===== src/rtl/lw_pkg.sv =====
`timescale 1ns/1ps
package lw_pkg;

  typedef enum logic [2:0] {
    PH_OFF  = 3'd0,
    PH_HOLD = 3'd1,
    PH_LEAD = 3'd2,
    PH_SEQ  = 3'd3,
    PH_LIVE = 3'd4
  } phase_e;

  localparam logic [1:0] CTL_IDLE = 2'b00;
  localparam logic [1:0] CTL_RECV = 2'b01;

  // whether the physical layer drives the buses in this phase and cycle
  function automatic logic bus_on(phase_e ph, int unsigned cyc,
                                  int unsigned recv_cyc, logic diff);
    logic on;
    case (ph)
      PH_SEQ:  on = (cyc == 1) || (cyc >= recv_cyc) || !diff;
      PH_LIVE: on = !diff;
      default: on = 1'b0;
    endcase
    return on;
  endfunction

  function automatic logic is_recv(phase_e ph, int unsigned cyc,
                                   int unsigned recv_cyc);
    return (ph == PH_SEQ) && (cyc == recv_cyc);
  endfunction

  function automatic logic is_ready(phase_e ph, int unsigned cyc,
                                    int unsigned recv_cyc);
    return (ph == PH_LIVE) || ((ph == PH_SEQ) && (cyc == recv_cyc + 1));
  endfunction

endpackage


===== src/rtl/lw_low_timer.sv =====
`timescale 1ns/1ps
module lw_low_timer #(
  parameter int OFF_DELAY = 64
) (
  input  logic clk,
  input  logic rst_n,
  input  logic lps,
  input  logic active,
  output logic off_hit
);
  localparam int LW = $clog2(OFF_DELAY + 1);
  localparam logic [LW-1:0] HIT_AT = LW'(OFF_DELAY - 1);
  localparam logic [LW-1:0] SAT_AT = LW'(OFF_DELAY);

  logic [LW-1:0] low_cnt;

  always_ff @(posedge clk or negedge rst_n) begin
    if (!rst_n)               low_cnt <= '0;
    else if (!active || lps)  low_cnt <= '0;
    else if (low_cnt != SAT_AT) low_cnt <= low_cnt + 1'b1;
  end

  assign off_hit = active && !lps && (low_cnt == HIT_AT);

  // the count never passes its saturation value
  p_cnt_bound_r10: assert property (@(posedge clk) disable iff (!rst_n)
    low_cnt <= SAT_AT);

endmodule


===== src/rtl/lw_phase_fsm.sv =====
`timescale 1ns/1ps
module lw_phase_fsm
  import lw_pkg::*;
#(
  parameter int RECV_CYCLE = 8,
  parameter int CNT_W = 4
) (
  input  logic             clk,
  input  logic             rst_n,
  input  logic             lps,
  input  logic             off_hit,
  output phase_e           phase,
  output logic [CNT_W-1:0] cyc,
  output logic             active
);
  localparam logic [CNT_W-1:0] LAST_CYC = CNT_W'(RECV_CYCLE + 1);

  phase_e           nx_phase;
  logic [CNT_W-1:0] nx_cyc;

  always_comb begin
    nx_phase = phase;
    nx_cyc   = cyc;
    if (!lps) begin
      nx_cyc = '0;
      if (phase == PH_OFF || off_hit) nx_phase = PH_OFF;
      else                            nx_phase = PH_HOLD;
    end else begin
      case (phase)
        PH_OFF: begin
          nx_phase = PH_LEAD;
          nx_cyc   = '0;
        end
        PH_HOLD, PH_LEAD: begin
          nx_phase = PH_SEQ;
          nx_cyc   = CNT_W'(1);
        end
        PH_SEQ: begin
          if (cyc == LAST_CYC) begin
            nx_phase = PH_LIVE;
            nx_cyc   = '0;
          end else begin
            nx_cyc = cyc + 1'b1;
          end
        end
        default: nx_phase = PH_LIVE;
      endcase
    end
  end

  always_ff @(posedge clk or negedge rst_n) begin
    if (!rst_n) begin
      phase <= PH_OFF;
      cyc   <= '0;
    end else begin
      phase <= nx_phase;
      cyc   <= nx_cyc;
    end
  end

  assign active = (phase != PH_OFF);

  // waking from reset lands on cycle 1 without a lead-in
  p_hold_wake_r11: assert property (@(posedge clk) disable iff (!rst_n)
    (phase == PH_HOLD && lps) |=> (phase == PH_SEQ && cyc == CNT_W'(1)));

  // the lead-in lasts one cycle when lps stays high
  p_lead_once_r2: assert property (@(posedge clk) disable iff (!rst_n)
    (phase == PH_LEAD && lps) |=> (phase == PH_SEQ && cyc == CNT_W'(1)));

  // sequence counter stays inside its range
  p_cyc_range_r4: assert property (@(posedge clk) disable iff (!rst_n)
    (phase == PH_SEQ) |-> (cyc >= CNT_W'(1) && cyc <= LAST_CYC));

endmodule


===== src/rtl/lw_bus_map.sv =====
`timescale 1ns/1ps
module lw_bus_map
  import lw_pkg::*;
#(
  parameter int DATA_W = 8,
  parameter int RECV_CYCLE = 8,
  parameter int CNT_W = 4
) (
  input  phase_e             phase,
  input  logic [CNT_W-1:0]   cyc,
  input  logic               diff_mode,
  output logic               sysclk_en,
  output logic [1:0]         ctl_o,
  output logic               ctl_oe,
  output logic [DATA_W-1:0]  d_o,
  output logic               d_oe,
  output logic               ready
);
  logic drive, recv;

  always_comb begin
    drive     = bus_on(phase, 32'(cyc), RECV_CYCLE, diff_mode);
    recv      = is_recv(phase, 32'(cyc), RECV_CYCLE);
    sysclk_en = (phase != PH_OFF);
    ctl_oe    = drive;
    d_oe      = drive;
    ctl_o     = recv ? CTL_RECV : CTL_IDLE;
    d_o       = recv ? {DATA_W{1'b1}} : '0;
    ready     = is_ready(phase, 32'(cyc), RECV_CYCLE);
  end

endmodule


===== src/rtl/link_wake_seq.sv =====
`timescale 1ns/1ps
module link_wake_seq
  import lw_pkg::*;
#(
  parameter int DATA_W     = 8,
  parameter int RECV_CYCLE = 8,
  parameter int OFF_DELAY  = 64
) (
  input  logic              clk,
  input  logic              rst_n,
  input  logic              lps,
  input  logic              diff_mode,
  input  logic              lreq,
  output logic              sysclk_en,
  output logic [1:0]        ctl_o,
  output logic              ctl_oe,
  output logic [DATA_W-1:0] d_o,
  output logic              d_oe,
  output logic              ready,
  output logic              req_accept
);
  localparam int CNT_W = $clog2(RECV_CYCLE + 2);

  phase_e           phase;
  logic [CNT_W-1:0] cyc;
  logic             active;
  logic             off_hit;

  lw_low_timer #(.OFF_DELAY(OFF_DELAY)) u_timer (
    .clk(clk), .rst_n(rst_n), .lps(lps), .active(active), .off_hit(off_hit)
  );

  lw_phase_fsm #(.RECV_CYCLE(RECV_CYCLE), .CNT_W(CNT_W)) u_fsm (
    .clk(clk), .rst_n(rst_n), .lps(lps), .off_hit(off_hit),
    .phase(phase), .cyc(cyc), .active(active)
  );

  lw_bus_map #(.DATA_W(DATA_W), .RECV_CYCLE(RECV_CYCLE), .CNT_W(CNT_W)) u_bus (
    .phase(phase), .cyc(cyc), .diff_mode(diff_mode), .sysclk_en(sysclk_en),
    .ctl_o(ctl_o), .ctl_oe(ctl_oe), .d_o(d_o), .d_oe(d_oe), .ready(ready)
  );

  assign req_accept = ready && lreq;

  // clock enable follows a wake request from disabled
  p_clock_restart_r2: assert property (@(posedge clk) disable iff (!rst_n)
    (!active && lps) |=> (sysclk_en && !ctl_oe));

  // Receive lasts one cycle, then Idle is driven
  p_recv_single_r5: assert property (@(posedge clk) disable iff (!rst_n)
    (ctl_oe && ctl_o == CTL_RECV && lps) |=> (ready && ctl_oe && ctl_o == CTL_IDLE));

  // ready only rises right after a driven Receive cycle
  p_ready_after_recv_r6: assert property (@(posedge clk) disable iff (!rst_n)
    $rose(ready) |-> ($past(ctl_o) == CTL_RECV && $past(d_oe)));

  // a low power-status sample removes ready
  p_abort_r9: assert property (@(posedge clk) disable iff (!rst_n)
    !lps |=> !ready);

  // the timeout switches the clock off
  p_off_after_timeout_r10: assert property (@(posedge clk) disable iff (!rst_n)
    off_hit |=> (!sysclk_en && !ctl_oe && !d_oe));

endmodule


===== config.mk =====
export PLATFORM = sky130hd
export DESIGN_NAME = link_wake_seq
export DESIGN_NICKNAME = d
export VERILOG_FILES = /design/src/rtl/lw_pkg.sv /design/src/rtl/lw_low_timer.sv /design/src/rtl/lw_phase_fsm.sv /design/src/rtl/lw_bus_map.sv /design/src/rtl/link_wake_seq.sv
export SDC_FILE = /design/constraint.sdc
export NUM_CORES = 1
export LEC_CHECK = 0
export ABC_AREA = 1
export BUFFER_PORTS_ARGS = -buffer_cell sky130_fd_sc_hd__buf_4
export CAP_MARGIN = 20
export CORE_MARGIN = 4
export CORE_UTILIZATION = 25
export CTS_CLUSTER_DIAMETER = 120
export DETAILED_ROUTE_END_ITERATION = 16
export GPL_ROUTABILITY_DRIVEN = 0
export PLACE_DENSITY_LB_ADDON = 0.05
export REMOVE_ABC_BUFFERS = 1
export SETUP_SLACK_MARGIN = 0.4
export SLEW_MARGIN = 40
export SYNTH_ARGS = -nofsm -noshare
export SYNTH_HDL_FRONTEND = slang
export SYNTH_SLANG_ARGS = --single-unit

===== constraint.sdc =====
create_clock -name clk -period 4.5 [get_ports clk]
set_clock_uncertainty 0.05 [all_clocks]
set_input_delay 0.225 -clock clk [delete_from_list [all_inputs] [get_ports clk]]
set_output_delay 0.225 -clock clk [all_outputs]
set_load 0.005 [all_outputs]

# Yosys cells after proc, flatten, opt, wreduce, memory -nomap -nowiden
# Cells that the tools add are included.
# word_totals
register_bits,14
latch_bits,0
ram_bits,0
rom_bits,0
inputBits,5
output_inout_bits,15
wordCells,46
n_memories,0
# op_classes
add_sub_neg,2
n_mul,0
div_mod_pow,0
n_lt_le_gt_ge,1
eq_ne,11
shifts,0
n_mux,12
bitwise_logic,0
reduce_logical,17
# op_table
cell,count
$mux W7,2
$pmux W4 S3,1
$pmux W3 S3,1
$eq A4 B4 Y1 const B,2
$mux W4,2
$mux W8,1
$add A7 B1 Y7 const B,1
$eq A7 B6 Y1 const B,1
$ne A7 B7 Y1 const B,1
$eq A3 B2 Y1 const B,2
$mux W3,2
$logic_and A1 B1 Y1,5
$logic_or A1 B1 Y1,5
$add A4 B1 Y4 const B,1
$eq A4 B1 Y1 const B,1
$ge A4 B4 Y1 const B,1
$ne A4 B1 Y1 const B,1
$eq A3 B1 Y1 const B,1
$eq A3 B3 Y1 const B,1
$logic_not A1 Y1,3
$logic_not A3 Y1,1
$ne A3 B3 Y1 const B,1
$reduce_bool A3 Y1,1
$mux W1,2
other kinds (3),3

# Logic depth before layout (Yosys ltp)
# logic_depth
ltp_word,6
ltp_mapped,8
mapped_depth_nobuf,8

# Cells and area by module
# A second synthesis with hierarchy kept.
# hier_totals
cells_unflattened,141
area_unflattened_um2,1008.5
# by_module_without_submodules
module,instances,cells_each,area_each_um2,seq_area_each_um2
lw_low_timer,1,57,416.6,175.2
lw_phase_fsm,1,46,395.4,175.2
lw_bus_map,1,36,188.9,0.0
link_wake_seq,1,2,7.5,0.0

# Worst setup path before layout
# No wires, ideal clock.
# synth_path
kind,register to output
from,register u_fsm.cyc[2]
to,output port ctl_o[0]
t_arrival_ps,1535
required_time_ps,4225
path_slack_ps,2690
stages_incl_launch_ff,5
n_path_buf,1
cell_sequence,dfrtp_1 inv_1 nand2_1 nor4_1 buf_4
# synth_via
elab_chain_cells,3
# synth_rtl
element,line_no,rtl
"start, declared",lw_phase_fsm.sv:13,"output logic [CNT_W-1:0] cyc,"
"start signal, assigned",lw_phase_fsm.sv:57,cyc <= nx_cyc;
$eq A4 B4 Y1,lw_pkg.sv:29,return (ph == PH_SEQ) && (cyc == recv_cyc);
$logic_and A1 B1 Y1,lw_pkg.sv:29,
via u_bus.recv,lw_bus_map.sv:19,"logic drive, recv;"
$mux W1,lw_bus_map.sv:27,ctl_o = recv ? CTL_RECV : CTL_IDLE;
"end, declared",link_wake_seq.sv:15,"output logic [1:0] ctl_o,"
# The timed path passes the listed nets, and every way through them passes these cells.

# Final worst setup path
# layout_path
from,register u_fsm.cyc[2]
to,output port d_o[2]
# layout_via
elab_chain_cells,3
# layout_rtl
element,line_no,rtl
$eq A4 B4 Y1,lw_pkg.sv:29,
$logic_and A1 B1 Y1,lw_pkg.sv:29,
$mux W8,lw_bus_map.sv:28,d_o = recv ? {DATA_W{1'b1}} : '0;
"end, declared",link_wake_seq.sv:17,"output logic [DATA_W-1:0] d_o,"
# No other way between the ends.

==> reports/results.txt <==
Data arrival, critical path: 1700 ps
Critical path peak fanout: 9
IO Pins: 20
First-pass GRT wire length: 3.53 mm
Crit-path cells: inv_1 -> nand2_1 -> nor4_2 -> buf_4
DP HPWL: 1.56 mm
Setup TNS: 0 ps
RSZ-0062 raised after global routing: false
Gate power share: 37.4%
Detailed-route via count: 793
Sw frac: 38.8%
Clk root buf: clkbuf_4
IO buf count: 18
Number of gates resized after cts: 0
P per Cell Area: 406 nW/um^2
# clock sinks: 14
Finished Core Util: 31.4%
Antenna diode count: 0
Initial antenna violation count: 0
Slowest cell on crit path: nor4_2
Post-synthesis sequential area ratio: 38.5%
Layout Nets: 147
Int Pwr: 0.266 mW
Mean Syn Cell Area: 7.16 um^2
Worst Setup SP: u_fsm.cyc[2]
FF+latch count, synth: 14
Status: completed
CTS tree: built
Switching power: 0.169 mW
Finished Cell Area: 1070 um^2
Clock Power Share: 20.5%
Worst path bufs/invs: 2
Ys Warns: 0
Clock Latency Late Sink: 270 ps
Leakage power: 0.558 nW
Post-synthesis cell count: 127
Min Tclk post-route: 1980 ps
Vias in the first global route: 802
Clock slew seen by the registers of the worst setup and hold paths: 90 ps
Core Footprint: 3420 um^2
Worst-Margin Slew: 696 ps
Max stage delay on crit path: 600 ps
RR Startpoint: u_timer.low_cnt[0]
Post-Route WL: 1.90 mm
Fillers: 382
Initial Util: 26.6%
Number of DRC markers in iteration 0: 30
Top cell family by delay on the critical path: simple AND/OR/NAND/NOR gates
Residual DRC count: 0
Mapped Area: 910 um^2
Crit end category: primary output
CTS buffer count: 3
Pin count of the biggest net entering global routing: 15
DRT Pass-1 Iters: 4
H-tree depth: 1
Hold-fix buffers, CTS: 1
Post-DRT Antenna Nets: 0
Req. time, crit path: 4220 ps
Final period utilization: 43.9%
Total track usage: 9.98%
Max frequency: 0.506 GHz
Startpoint types: register
Worst hold path type: in -> reg
Clock Tree Buf Depth: 2
Die area: 4670 um^2
Post-CTS Repair Setup Buffers: 0
Post-placement cell area: 1030 um^2
Seq pwr share: 42.0%
Per-cell routed wire length: 10.3 um
Non-filler cells, final: 185
Min-delay src: lps
WS Path Type: reg -> out
VDD IR max: 0.127 mV
Final Max Slew Viols: 0
Share of post-route cells with drive strength above 1: 25.2%
Slew margin rel.: 53.2%
Die X: 68.3 um
Netlist cell types: 23
Hold Vio Cnt, Final: 0
Endpoints failing setup: 0
Total grt overflow: 0
Die H: 68.3 um
Avg Vias per Cell: 4.29
Post-Place Cells: 180
Area added between synthesis and finish: 17.9%
Site row count: 21
Max Cap Viol: 0
[sequential cells by signal, summed over array words and instances, names as in the netlist]
register	flops
u_fsm.phase	3
u_fsm.cyc	4
u_timer.low_cnt	7
[final timing paths]
kind                                            to  slack [ps]  cells after the start
worst max-delay path                        d_o[2]        2520                      4
worst min-delay path                u_fsm.phase[1]         170                      3
worst max register to register  u_timer.low_cnt[1]        3240                      8
worst min register to register  u_timer.low_cnt[1]         490                      2
max in group asynchronous       u_timer.low_cnt[2]        3950                      2
min in group asynchronous       u_timer.low_cnt[5]         280                      2
[worst reg2reg max path, stage by stage, from the launching register on]
cell	delay [ps]
dfrtp_1	420
inv_1	90
ha_1	140
inv_1	40
nor2_1	70
nand3_1	150
nor2_2	140
nand2_1	60
nand2_1	50
[per-stage QoR]
stage	setup slack, ps	total power, mW	hold slack (ps)
floorplan	2320	0.290	-121
global placement	2570	0.354	42.5
detailed placement	2800	0.351	43.0
CTS	2480	0.446	143
global route	2320	0.483	187
finish	2520	0.435	166
[cells by family after synthesis]
logic type,share of synthesized area [%]
other,0.412
adders and majority gates,2.75
and+or+nand+nor,34.3
DFF,38.5
xor gates and xnor gates,0.963
AOI/OAI and AO/OA,5.78
buffers and inverters,17.3
[power by group through the flow]
stage	Clock [mW]	Combinational (mW)	Sequential (mW)
after CTS	0.0957	0.167	0.183
final	0.0893	0.163	0.183
after floorplan	0	0.112	0.178
after global routing	0.100	0.195	0.188
after global placement	0	0.168	0.186
after detailed placement	0	0.166	0.185
[layout by cell type (no fill, tap or decap)]
cell	count
nand2_1	30
buf_4	18
inv_1	16
nor2_1	14
dfrtp_1	14
nand3_1	11
inv_2	4
nor2_2	4
nand2_2	3
o21ai_0	3
clkbuf_4	3
o21ai_1	2
nand4_1	2
nor3_1	2
ha_1	2
nor4_2	1
a21boi_1	1
o211ai_1	1
nor2_4	1
a21oi_1	1
nand3b_1	1
o21bai_1	1
xor2_1	1
conb_1	1
clkbuf_8	1
dlygate4sd3_1	1
[routing by layer]
metal / global-route usage (%) / up-vias / part of all wire (%)
met4: 5.21 / 0 / 1.6
met3: 1.81 / 4 / 5.5
met2: 17.2 / 20 / 50
met1: 11.7 / 363 / 42
met5: 0 / - / 0
li1: - / 406 / -
[layout make-up]
cell class | instances | area [um^2] | share of cell area, %
clock buffers | 4 | 36.3 | 3.38
inverters | 20 | 75.1 | 7.00
multi-input cells | 82 | 408 | 38.0
flip-flops and latches | 14 | 350 | 32.7
well taps | 46 | 57.6 | 5.37
repair buffers | 19 | 145 | 13.5
[Yosys cell counts]
cell	n	area, um^2
o21ai_0	3	15.0
buf_4	11	82.6
nand4_1	2	12.5
nand2_2	3	18.8
dfrtp_1	14	350
nor2_2	4	25.0
o211ai_1	1	7.51
o21ai_1	2	10.0
inv_1	16	60.1
ha_1	2	25.0
a21boi_1	1	7.51
o21bai_1	1	7.51
nor4_1	1	6.26
nand3_1	11	55.1
nor3_1	2	10.0
nor2_4	1	11.3
conb_1	1	3.75
nand2_1	30	113
a21oi_1	1	5.00
inv_2	4	15.0
nor2_1	14	52.6
nand3b_1	1	7.51
xor2_1	1	8.76
Power figures use the tool's default switching activity.
